`src/rtl/vwl_pkg.sv`:
```
package vwl_pkg;

    localparam int DW        = 64;   // result and scalar width
    localparam int NW        = 32;   // widest narrow element
    localparam int SEW_BASE  = 8;
    localparam int NUM_SEW   = 3;    // 8, 16, 32

    localparam logic [6:0] OPC_VEC   = 7'b1010111;
    localparam logic [2:0] SRC_VV    = 3'b010;
    localparam logic [2:0] SRC_VX    = 3'b110;
    localparam logic [2:0] GRP_WIDEN = 3'b110;

    typedef enum logic [1:0] {
        SEW_E8  = 2'd0,
        SEW_E16 = 2'd1,
        SEW_E32 = 2'd2,
        SEW_BAD = 2'd3
    } sew_e;

    typedef struct packed {
        logic       legal;
        logic       use_scl;
        logic       sgn;
        logic       sub;
        logic       wide;
        logic       vm;
        logic [4:0] rd;
    } dec_t;

    function automatic logic [DW-1:0] low_mask(input int bits);
        return {DW{1'b1}} >> (DW - bits);
    endfunction

endpackage

```
`src/rtl/vwl_decode.sv`:
```
module vwl_decode
    import vwl_pkg::*;
(
    input  logic [31:0] insn,
    input  logic [1:0]  sew_sel,
    output dec_t        dec
);
    logic [5:0] fn6;
    logic [2:0] src;
    logic       opc_ok;
    logic       src_ok;
    logic       grp_ok;
    logic       sew_ok;
    logic       dummy_unused;

    assign fn6    = insn[31:26];
    assign src    = insn[14:12];
    assign opc_ok = (insn[6:0] == OPC_VEC);
    assign src_ok = (src == SRC_VV) || (src == SRC_VX);
    assign grp_ok = (fn6[5:3] == GRP_WIDEN);
    assign sew_ok = (sew_e'(sew_sel) != SEW_BAD);
    assign dummy_unused = ^insn[24:15];

    always_comb begin
        dec.legal   = opc_ok && src_ok && grp_ok && sew_ok;
        dec.use_scl = (src == SRC_VX);
        dec.sgn     = fn6[0];
        dec.sub     = fn6[1];
        dec.wide    = fn6[2];
        dec.vm      = insn[25];
        dec.rd      = insn[11:7];
    end
endmodule

```
`src/rtl/vwl_ext.sv`:
```
module vwl_ext
    import vwl_pkg::*;
#(
    parameter int W_DATA = DW,
    parameter int N_SEW  = NUM_SEW,
    parameter int BASE   = SEW_BASE
)(
    input  logic [W_DATA-1:0] val,
    input  logic [1:0]        sew_sel,
    input  logic              sgn,
    output logic [W_DATA-1:0] ext
);
    logic [W_DATA-1:0] cand [N_SEW];

    for (genvar g = 0; g < N_SEW; g++) begin : g_width
        localparam int W = BASE << g;
        localparam logic [W_DATA-1:0] M = {W_DATA{1'b1}} >> (W_DATA - W);
        always_comb begin
            if (sgn && val[W-1]) cand[g] = val | ~M;
            else                 cand[g] = val & M;
        end
    end

    always_comb begin
        ext = '0;
        for (int i = 0; i < N_SEW; i++)
            if (int'(sew_sel) == i) ext = cand[i];
    end
endmodule

```
`src/rtl/vwl_alu.sv`:
```
module vwl_alu
    import vwl_pkg::*;
#(
    parameter int W_DATA = DW,
    parameter int N_SEW  = NUM_SEW,
    parameter int BASE   = SEW_BASE
)(
    input  logic [W_DATA-1:0] opa_raw,
    input  logic [W_DATA-1:0] opa_ext,
    input  logic [W_DATA-1:0] opb_ext,
    input  logic [1:0]        sew_sel,
    input  logic              wide,
    input  logic              sub,
    output logic [W_DATA-1:0] res
);
    logic [W_DATA-1:0] dmask [N_SEW];
    logic [W_DATA-1:0] m2;
    logic [W_DATA-1:0] a;
    logic [W_DATA-1:0] raw;

    for (genvar g = 0; g < N_SEW; g++) begin : g_mask
        localparam int W2 = 2 * (BASE << g);
        assign dmask[g] = {W_DATA{1'b1}} >> (W_DATA - W2);
    end

    always_comb begin
        m2 = '0;
        for (int i = 0; i < N_SEW; i++)
            if (int'(sew_sel) == i) m2 = dmask[i];
        a   = wide ? (opa_raw & m2) : opa_ext;
        raw = sub ? (a - opb_ext) : (a + opb_ext);
        res = raw & m2;
    end
endmodule

```
`src/rtl/vwl_lane.sv`:
```
module vwl_lane
    import vwl_pkg::*;
#(
    parameter int W_DATA = DW,
    parameter int W_VEC  = NW
)(
    input  logic              clk,
    input  logic              rst,
    input  logic              valid_in,
    input  logic [31:0]       insn,
    input  logic [1:0]        sew_sel,
    input  logic [W_DATA-1:0] src_wide,
    input  logic [W_VEC-1:0]  src_vec,
    input  logic [W_DATA-1:0] src_scl,
    input  logic              mask_bit,
    output logic              valid_out,
    output logic              wr_en,
    output logic              illegal,
    output logic [4:0]        rd_idx,
    output logic [W_DATA-1:0] result
);
    dec_t              dec;
    logic [W_DATA-1:0] narrow;
    logic [W_DATA-1:0] a_ext;
    logic [W_DATA-1:0] b_ext;
    logic [W_DATA-1:0] sum;
    logic              do_write;

    vwl_decode u_dec (.insn(insn), .sew_sel(sew_sel), .dec(dec));

    assign narrow = dec.use_scl ? src_scl : W_DATA'(src_vec);

    vwl_ext #(.W_DATA(W_DATA)) u_ext_a (
        .val(src_wide), .sew_sel(sew_sel), .sgn(dec.sgn), .ext(a_ext));

    vwl_ext #(.W_DATA(W_DATA)) u_ext_b (
        .val(narrow), .sew_sel(sew_sel), .sgn(dec.sgn), .ext(b_ext));

    vwl_alu #(.W_DATA(W_DATA)) u_alu (
        .opa_raw(src_wide), .opa_ext(a_ext), .opb_ext(b_ext),
        .sew_sel(sew_sel), .wide(dec.wide), .sub(dec.sub), .res(sum));

    assign do_write = valid_in && dec.legal && (dec.vm || mask_bit);

    always_ff @(posedge clk) begin
        if (rst) begin
            valid_out <= 1'b0;
            wr_en     <= 1'b0;
            illegal   <= 1'b0;
            rd_idx    <= '0;
            result    <= '0;
        end else begin
            valid_out <= valid_in;
            wr_en     <= do_write;
            illegal   <= valid_in && !dec.legal;
            rd_idx    <= valid_in ? dec.rd : 5'd0;
            result    <= do_write ? sum : '0;
        end
    end
endmodule

```
`config.mk`:
```
export PLATFORM = sky130hd
export DESIGN_NAME = vwl_lane
export DESIGN_NICKNAME = d
export VERILOG_FILES = /design/src/rtl/vwl_pkg.sv /design/src/rtl/vwl_decode.sv /design/src/rtl/vwl_ext.sv /design/src/rtl/vwl_alu.sv /design/src/rtl/vwl_lane.sv
export SDC_FILE = /design/constraint.sdc
export NUM_CORES = 1
export LEC_CHECK = 0
export BUFFER_PORTS_ARGS = -buffer_cell sky130_fd_sc_hd__buf_2
export CORE_ASPECT_RATIO = 1.1
export CORE_MARGIN = 5
export CORE_UTILIZATION = 53
export CTS_CLUSTER_DIAMETER = 30
export DETAILED_ROUTE_END_ITERATION = 7
export GPL_TIMING_DRIVEN = 1
export PLACE_DENSITY = 0.83
export REMOVE_ABC_BUFFERS = 1
export SLEW_MARGIN = 20
export SYNTH_ARGS = -nofsm -noshare
export SYNTH_HDL_FRONTEND = slang
export SYNTH_SLANG_ARGS = --single-unit
```
`constraint.sdc`:
```
create_clock -name clk -period 7.4 [get_ports clk]
set_clock_uncertainty 0.1 [all_clocks]
set_input_delay 1.11 -clock clk [delete_from_list [all_inputs] [get_ports clk]]
set_output_delay 1.11 -clock clk [all_outputs]
set_load 0.05 [all_outputs]
```
Word-level counts from Yosys, hierarchy flattened:

Cells that the tools add are included.

* bits in registers: 72
* bits of input ports: 198
* output and inout port bits: 72
* logic and storage cells: 54

* add/sub/neg operators: 2
* equal/unequal tests: 7
* muxes and demuxes: 18
* bitwise operators: 4
* reductions and logical operators: 18

Operator list (number)
* $mux 64: 15
* $and 64x64->64: 2
* $add 64x64->64: 1
* $mux 32: 2
* $sub 64x64->64: 1
* $mux 16: 1
* $logic_and 1x1->1: 12
* $eq 7x7->1 const B: 1
* $eq 3x3->1 const B: 2
* $eq 2x2->1 const B: 2
* $reduce_or 2->1: 2
* $eq 3x2->1 const B: 1
* $logic_not 2->1: 1
* $logic_or 1x1->1: 2
* $ne 2x2->1 const B: 1
* $not 1->1: 2
* $logic_not 1->1: 1

Logic depth before layout (Yosys ltp):

* depth in word-level cells: 10
* gate-level depth with buffers: 29
* gate-level depth less buffers: 25

Modules after synthesis:

From an unflattened synthesis, not the netlist that was laid out.

* cell total of the unflattened synthesis: 1570
* area, all modules: 10864.2 um2

By module, submodules not included
* vwl_alu: instances 1, cells each 1135, area an instance 6673.9 um2, seq. area each 0.0 um2
* vwl_lane: instances 1, cells each 231, area an instance 2636.3 um2, seq. area each 1441.4 um2
* vwl_ext: instances 2, cells each 95, area an instance 716.9 um2, seq. area each 0.0 um2
* vwl_decode: instances 1, cells each 14, area an instance 120.1 um2, seq. area each 0.0 um2

Worst setup path after synthesis:

Ideal clock, no wire load.

* kind: in2reg
* start point: input port insn[12]
* end point: register result[61]
* library setup time: 0.128 ns
* arrival: 6.294 ns
* required time: 7.172 ns
* slack: 0.879 ns
* stages on the path: 28
* buffers on the path: 5
* path through: nand3b_1 > buf_4 > buf_2 > buf_1 > clkbuf_1 > mux2i_1 > nor2_1 > inv_1 > ha_1 > nand3_1 > a2111oi_4 > and3_4 > nand3b_4 > a311oi_4 > nand4_4 > a21oi_1 > ha_1 > clkbuf_1 > a21o_1 > or2_2 > a211oi_1 > o21ai_0 > a211oi_1 > nor2_1 > a31o_2 > a211oi_1 > xor2_1 > nor2_1

* cells in the longest elaborated chain, start to end: 10
* elaborated cells between the ends (all ways): 24
* classes of those cells: 2 x add/sub; 2 x eq/ne; 8 x mux; 2 x bitwise; 10 x reduce/logical

Ends and longest elaborated chain
* from (decl): RTL line vwl_lane.sv:10 `input logic [31:0] insn,`
* $eq 3x3->1: RTL line vwl_decode.sv:19, vwl_decode.sv:26
* $mux 32: RTL line vwl_lane.sv:31 `assign narrow = dec.use_scl ? src_scl : W_DATA'(src_vec);`
* $logic_and 1x1->1: RTL line vwl_ext.sv:19 `if (sgn && val[W-1]) cand[g] = val | ~M;`
* $mux 64: RTL line vwl_ext.sv:19
* $mux 64 (3 in a row): RTL line vwl_ext.sv:27 `if (int'(sew_sel) == i) ext = cand[i];`
* $add 64x64->64 / $sub 64x64->64 (equally long branches): RTL line vwl_alu.sv:31 `raw = sub ? (a - opb_ext) : (a + opb_ext);`
* $mux 64: RTL line vwl_alu.sv:31
* $and 64x64->64: RTL line vwl_alu.sv:32 `res = raw & m2;`
* to (signal assigned): RTL line vwl_lane.sv:57 `result <= do_write ? sum : '0;`
* to (decl): RTL line vwl_lane.sv:20 `output logic [W_DATA-1:0] result`

Parallel ways exist; a longest one is shown, timed or not.
A chain may end at the register's enable or synchronous reset.

Worst setup path in the final report:

* start point: input port sew_sel[1]
* end point: register result[60]

* cells in the longest elaborated chain, start to end: 9
* elaborated cells between the ends (all ways): 24
* classes of those cells: 2 x add/sub; 3 x eq/ne; 11 x mux; 3 x bitwise; 5 x reduce/logical

Ends and longest elaborated chain
* from (decl): RTL line vwl_lane.sv:11 `input logic [1:0] sew_sel,`
* $logic_not 2->1: RTL line vwl_ext.sv:27, vwl_alu.sv:29
* $mux 16: RTL line vwl_alu.sv:29 `if (int'(sew_sel) == i) m2 = dmask[i];`
* $mux 32: RTL line vwl_alu.sv:29
* $mux 64: RTL line vwl_alu.sv:29
* $and 64x64->64: RTL line vwl_alu.sv:30 `a = wide ? (opa_raw & m2) : opa_ext;`
* $mux 64: RTL line vwl_alu.sv:30
* $add 64x64->64 / $sub 64x64->64 (equally long branches): RTL line vwl_alu.sv:31
* $mux 64: RTL line vwl_alu.sv:31
* $and 64x64->64: RTL line vwl_alu.sv:32

Parallel ways exist; a longest one is shown, timed or not.

==> impl_results.rst <==
.. list-table::
   :header-rows: 1

   * - Metric
     - Value
   * - Nature of the critical path endpoint
     - flip-flop
   * - Worst Hold Path Cells
     - 2
   * - Post-route minimum period
     - 6.758 ns
   * - Final-report hold violation count
     - 0
   * - Final hold slack
     - 0.8735 ns
   * - Top cell type by total area after synthesis
     - sky130_fd_sc_hd__dfxtp_1
   * - Number of max-slew violations in the final report
     - 0
   * - Synthesized area divided by synthesized cell count
     - 7.142 sq um
   * - Proportion of layout cells with a drive suffix above 1
     - 0.2253
   * - Worst-case setup slack after placement
     - 0.3969 ns
   * - Final estimated routing congestion in global placement
     - 0.9810
   * - Most used cells in the layout excluding fill and tap cells
     - sky130_fd_sc_hd__buf_2 (227), sky130_fd_sc_hd__a21oi_1 (137), sky130_fd_sc_hd__nor2_1 (132), sky130_fd_sc_hd__nand2_1 (113), sky130_fd_sc_hd__a21o_1 (74)
   * - Leakage power summed over all cells
     - 0.004911 uW
   * - Actual slew at the worst max-slew pin
     - 0.8345 ns
   * - Clock root buffer master
     - sky130_fd_sc_hd__clkbuf_16
   * - Drt initial violations
     - 864
   * - Main flop type after synthesis
     - sky130_fd_sc_hd__dfxtp_1
   * - Width of the die
     - 128.2 microns
   * - Tightest slew margin relative to the limit
     - 0.4394
   * - Maximum clock rate
     - 0.1480 GHz
   * - Via count
     - 9070
   * - Hold Crit Start
     - insn[11]
   * - Combined area of all synthesized cells
     - 8142 sq um
   * - Worst Setup Slack, final
     - 0.6421 ns
   * - Clock net sink count
     - 72
   * - Global routing usage on met2
     - 0.4404
   * - Remaining routing DRC violations
     - 0
   * - Arrival time of the worst setup path
     - 6.86 ns
   * - Final net count
     - 1589
   * - Fraction of synthesized cell area taken by the top area cell type
     - 0.1770
   * - Gate Count Post-Synth
     - 1140
   * - Synthesized flop and latch total
     - 72
   * - Critical Path Source Type
     - primary input
   * - Signed area change from the synthesized netlist to the final layout
     - 19.30%
   * - Global Route met1 Usage
     - 0.3856
   * - Total core area
     - 15050 sq um
   * - Largest net degree at the start of global routing
     - 41
   * - Number of nets with antenna violations after detailed routing
     - 0
   * - Met3 demand-to-capacity share in global routing
     - 0.02666
   * - Clock tree from TritonCTS
     - yes
   * - Most frequent standard cell in the layout excluding fill and tap cells
     - sky130_fd_sc_hd__buf_2
   * - Async set or reset register ratio after synthesis
     - 0
   * - Via count of the first global-routing pass
     - 8366
   * - Worst Hold End
     - rd_idx[4]$_SDFF_PP0_
   * - Number of CTS-inserted buffers
     - 9
   * - Setup-violating endpoint count in the final report
     - 0
   * - HPWL reported at the end of detailed placement
     - 20.38 mm
   * - Maximum Capacitance Violations
     - 0
   * - EDFF count, synth
     - 0
   * - Total die area
     - 17940 sq um
   * - GRT Resource Usage Total
     - 0.2715
   * - Initial Util
     - 0.5408
   * - Peak-usage layer in the global routing report
     - met2
   * - Remaining global-route overflow
     - 0
   * - Run status
     - finished clean
   * - FP Rows
     - 47
   * - Post-synth cell types
     - 78
   * - Clock input transition at the sequential cells of the worst setup and hold paths
     - 0.06 ns
   * - Die Y-Extent
     - 140.0 microns
   * - Number of hold-repair buffers added at the cts stage
     - 0
   * - Worst endpoint required time
     - 7.50 ns
   * - Min-Delay Path Class
     - in2reg
   * - Maximum count of clock buffers along a single path
     - 2
   * - Number of search-and-repair iterations in the first detailed-routing pass
     - 6
   * - Number of fillers in the final layout
     - 1422
   * - Unrepaired setup endpoints after global routing
     - no
   * - Number of gates resized after cts
     - 0
   * - Antenna violations before repair
     - 3
   * - Total wirelength of the detailed-routed design
     - 25.44 mm
   * - Depth of the CTS H-tree
     - 3
   * - Aggregate negative setup slack
     - 0 ns
   * - Synth area leaders
     - sky130_fd_sc_hd__dfxtp_1 (18%), sky130_fd_sc_hd__ha_1 (10%), sky130_fd_sc_hd__a21oi_1 (8.5%)
   * - Highest ir drop seen on vdd
     - 0.1314 mV
   * - Setup bufs post-CTS
     - 0
   * - Power density of the placed cells
     - 171.8 nW/um^2
   * - Worst Path Max Fanout
     - 14
   * - Routed wire per std cell
     - 16.67 microns
   * - Portion of the post-synthesis area used by sequential elements
     - 0.1770
   * - Number of warning messages in the yosys log
     - 0
   * - # IOs
     - 270
   * - Wire length of the first global-routing pass
     - 40.91 mm
   * - Port-buffer cells
     - 227
   * - WS Path Type
     - in2reg
   * - Drt via density
     - 5.944
   * - Tcrit/Tclk final
     - 0.9132
[power breakdown]
group	total, uW	switching [uW]	internal (uW)
logic	773	463	310
clock network	507	175	332
registers	390	0.310	389
[registers in the layout, summed over array words and instances, names as in the netlist]
| register | count |
|---|---|
| result | 64 |
| illegal | 1 |
| valid_out | 1 |
| wr_en | 1 |
| rd_idx | 5 |
[metrics by stage]
step                      power, uW  utilization  std cells  cell area [sq um]
after floorplan               951.8            -       1066               7834
after global placement         1138       0.6217       1507               9359
after detailed placement       1146       0.6217       1507               9359
after CTS                      1657       0.6445       1523               9703
after global routing           1767       0.6452       1526               9713
final                          1669       0.6452       1526               9713
[kinds of logic (layout without fill, tap and decap cells)]
kind of cell,count (synthesis),after routing,synth area share
fa+ha+maj,69,69,0.1070
xor+xnor,85,85,0.09144
simple gates,400,400,0.2334
other cells,0,3,0
flops,72,72,0.1770
buf+inv,99,286,0.04933
mux,19,19,0.02490
compound gates,396,396,0.3169
[Yosys cell counts, types with 8 or more instances]
| library cell | number |
|---|---|
| sky130_fd_sc_hd__nor3_1 | 28 |
| sky130_fd_sc_hd__nand4_1 | 16 |
| sky130_fd_sc_hd__o21ai_0 | 52 |
| sky130_fd_sc_hd__and2_1 | 19 |
| sky130_fd_sc_hd__mux2i_1 | 12 |
| sky130_fd_sc_hd__and3_1 | 12 |
| sky130_fd_sc_hd__nand2b_1 | 8 |
| sky130_fd_sc_hd__ha_1 | 68 |
| sky130_fd_sc_hd__clkbuf_1 | 63 |
| sky130_fd_sc_hd__a21oi_1 | 138 |
| sky130_fd_sc_hd__nor2b_1 | 12 |
| sky130_fd_sc_hd__xor2_1 | 38 |
| sky130_fd_sc_hd__a21oi_2 | 11 |
| sky130_fd_sc_hd__o21bai_1 | 15 |
| sky130_fd_sc_hd__a21o_1 | 74 |
| sky130_fd_sc_hd__nand2_1 | 114 |
| sky130_fd_sc_hd__inv_1 | 25 |
| sky130_fd_sc_hd__nand3_1 | 20 |
| sky130_fd_sc_hd__a31oi_1 | 17 |
| sky130_fd_sc_hd__xnor2_1 | 47 |
| sky130_fd_sc_hd__o21a_1 | 25 |
| sky130_fd_sc_hd__dfxtp_1 | 72 |
| sky130_fd_sc_hd__nor2_1 | 132 |
[worst max-delay path by stage]
stage / from / cells past startpoint / to / slack (ns)
after floorplan: insn[12] / 18 / result[60]$_SDFF_PP0_ / -0.07
after global placement: sew_sel[1] / 27 / result[60]$_SDFF_PP0_ / 0.46
after detailed placement: sew_sel[1] / 27 / result[60]$_SDFF_PP0_ / 0.40
after CTS: sew_sel[1] / 27 / result[60]$_SDFF_PP0_ / 0.73
after global routing: sew_sel[1] / 26 / result[63]$_SDFF_PP0_ / 0.24
final: sew_sel[1] / 27 / result[60]$_SDFF_PP0_ / 0.64
[area by class of cell]
class	count	area [sq um]	share of cell area
well taps	196	245.2	0.02525
multi-input cells	969	6310	0.6496
clock inverters	6	115.1	0.01185
flip-flops and latches	72	1441	0.1484
diodes	3	7.507	0.0007729
repair buffers	245	1271	0.1309
clock buffers	10	229.0	0.02357
inverters	25	93.84	0.009661
[worst max-delay path, cell delays in order]
cell and delay [ns]:
sky130_fd_sc_hd__buf_2 0.10, sky130_fd_sc_hd__inv_1 0.06, sky130_fd_sc_hd__ha_1 0.30, sky130_fd_sc_hd__or2_4 0.37
sky130_fd_sc_hd__nor2_2 0.27, sky130_fd_sc_hd__nor2_1 0.13, sky130_fd_sc_hd__inv_1 0.07, sky130_fd_sc_hd__ha_1 0.20
sky130_fd_sc_hd__nand3_1 0.15, sky130_fd_sc_hd__a2111oi_4 0.28, sky130_fd_sc_hd__and3_4 0.28, sky130_fd_sc_hd__nand3b_4 0.10
sky130_fd_sc_hd__a311oi_4 0.41, sky130_fd_sc_hd__a21oi_1 0.15, sky130_fd_sc_hd__xnor2_1 0.18, sky130_fd_sc_hd__ha_1 0.37
sky130_fd_sc_hd__inv_1 0.11, sky130_fd_sc_hd__nor3_1 0.55, sky130_fd_sc_hd__nand2_1 0.15, sky130_fd_sc_hd__a2111oi_1 0.30
sky130_fd_sc_hd__buf_4 0.19, sky130_fd_sc_hd__o21ai_0 0.08, sky130_fd_sc_hd__o211a_1 0.17, sky130_fd_sc_hd__a311o_1 0.30
sky130_fd_sc_hd__a31oi_1 0.25, sky130_fd_sc_hd__xnor2_1 0.15, sky130_fd_sc_hd__nor2_1 0.05
[layer usage]
| layer | part of all wire | vias up |
|---|---|---|
| met5 | 0 | - |
| met4 | 0.018 | 0 |
| met3 | 0.087 | 36 |
| met2 | 0.46 | 428 |
| met1 | 0.44 | 4156 |
| li1 | - | 4450 |
Power figures use the tool's default switching activity.
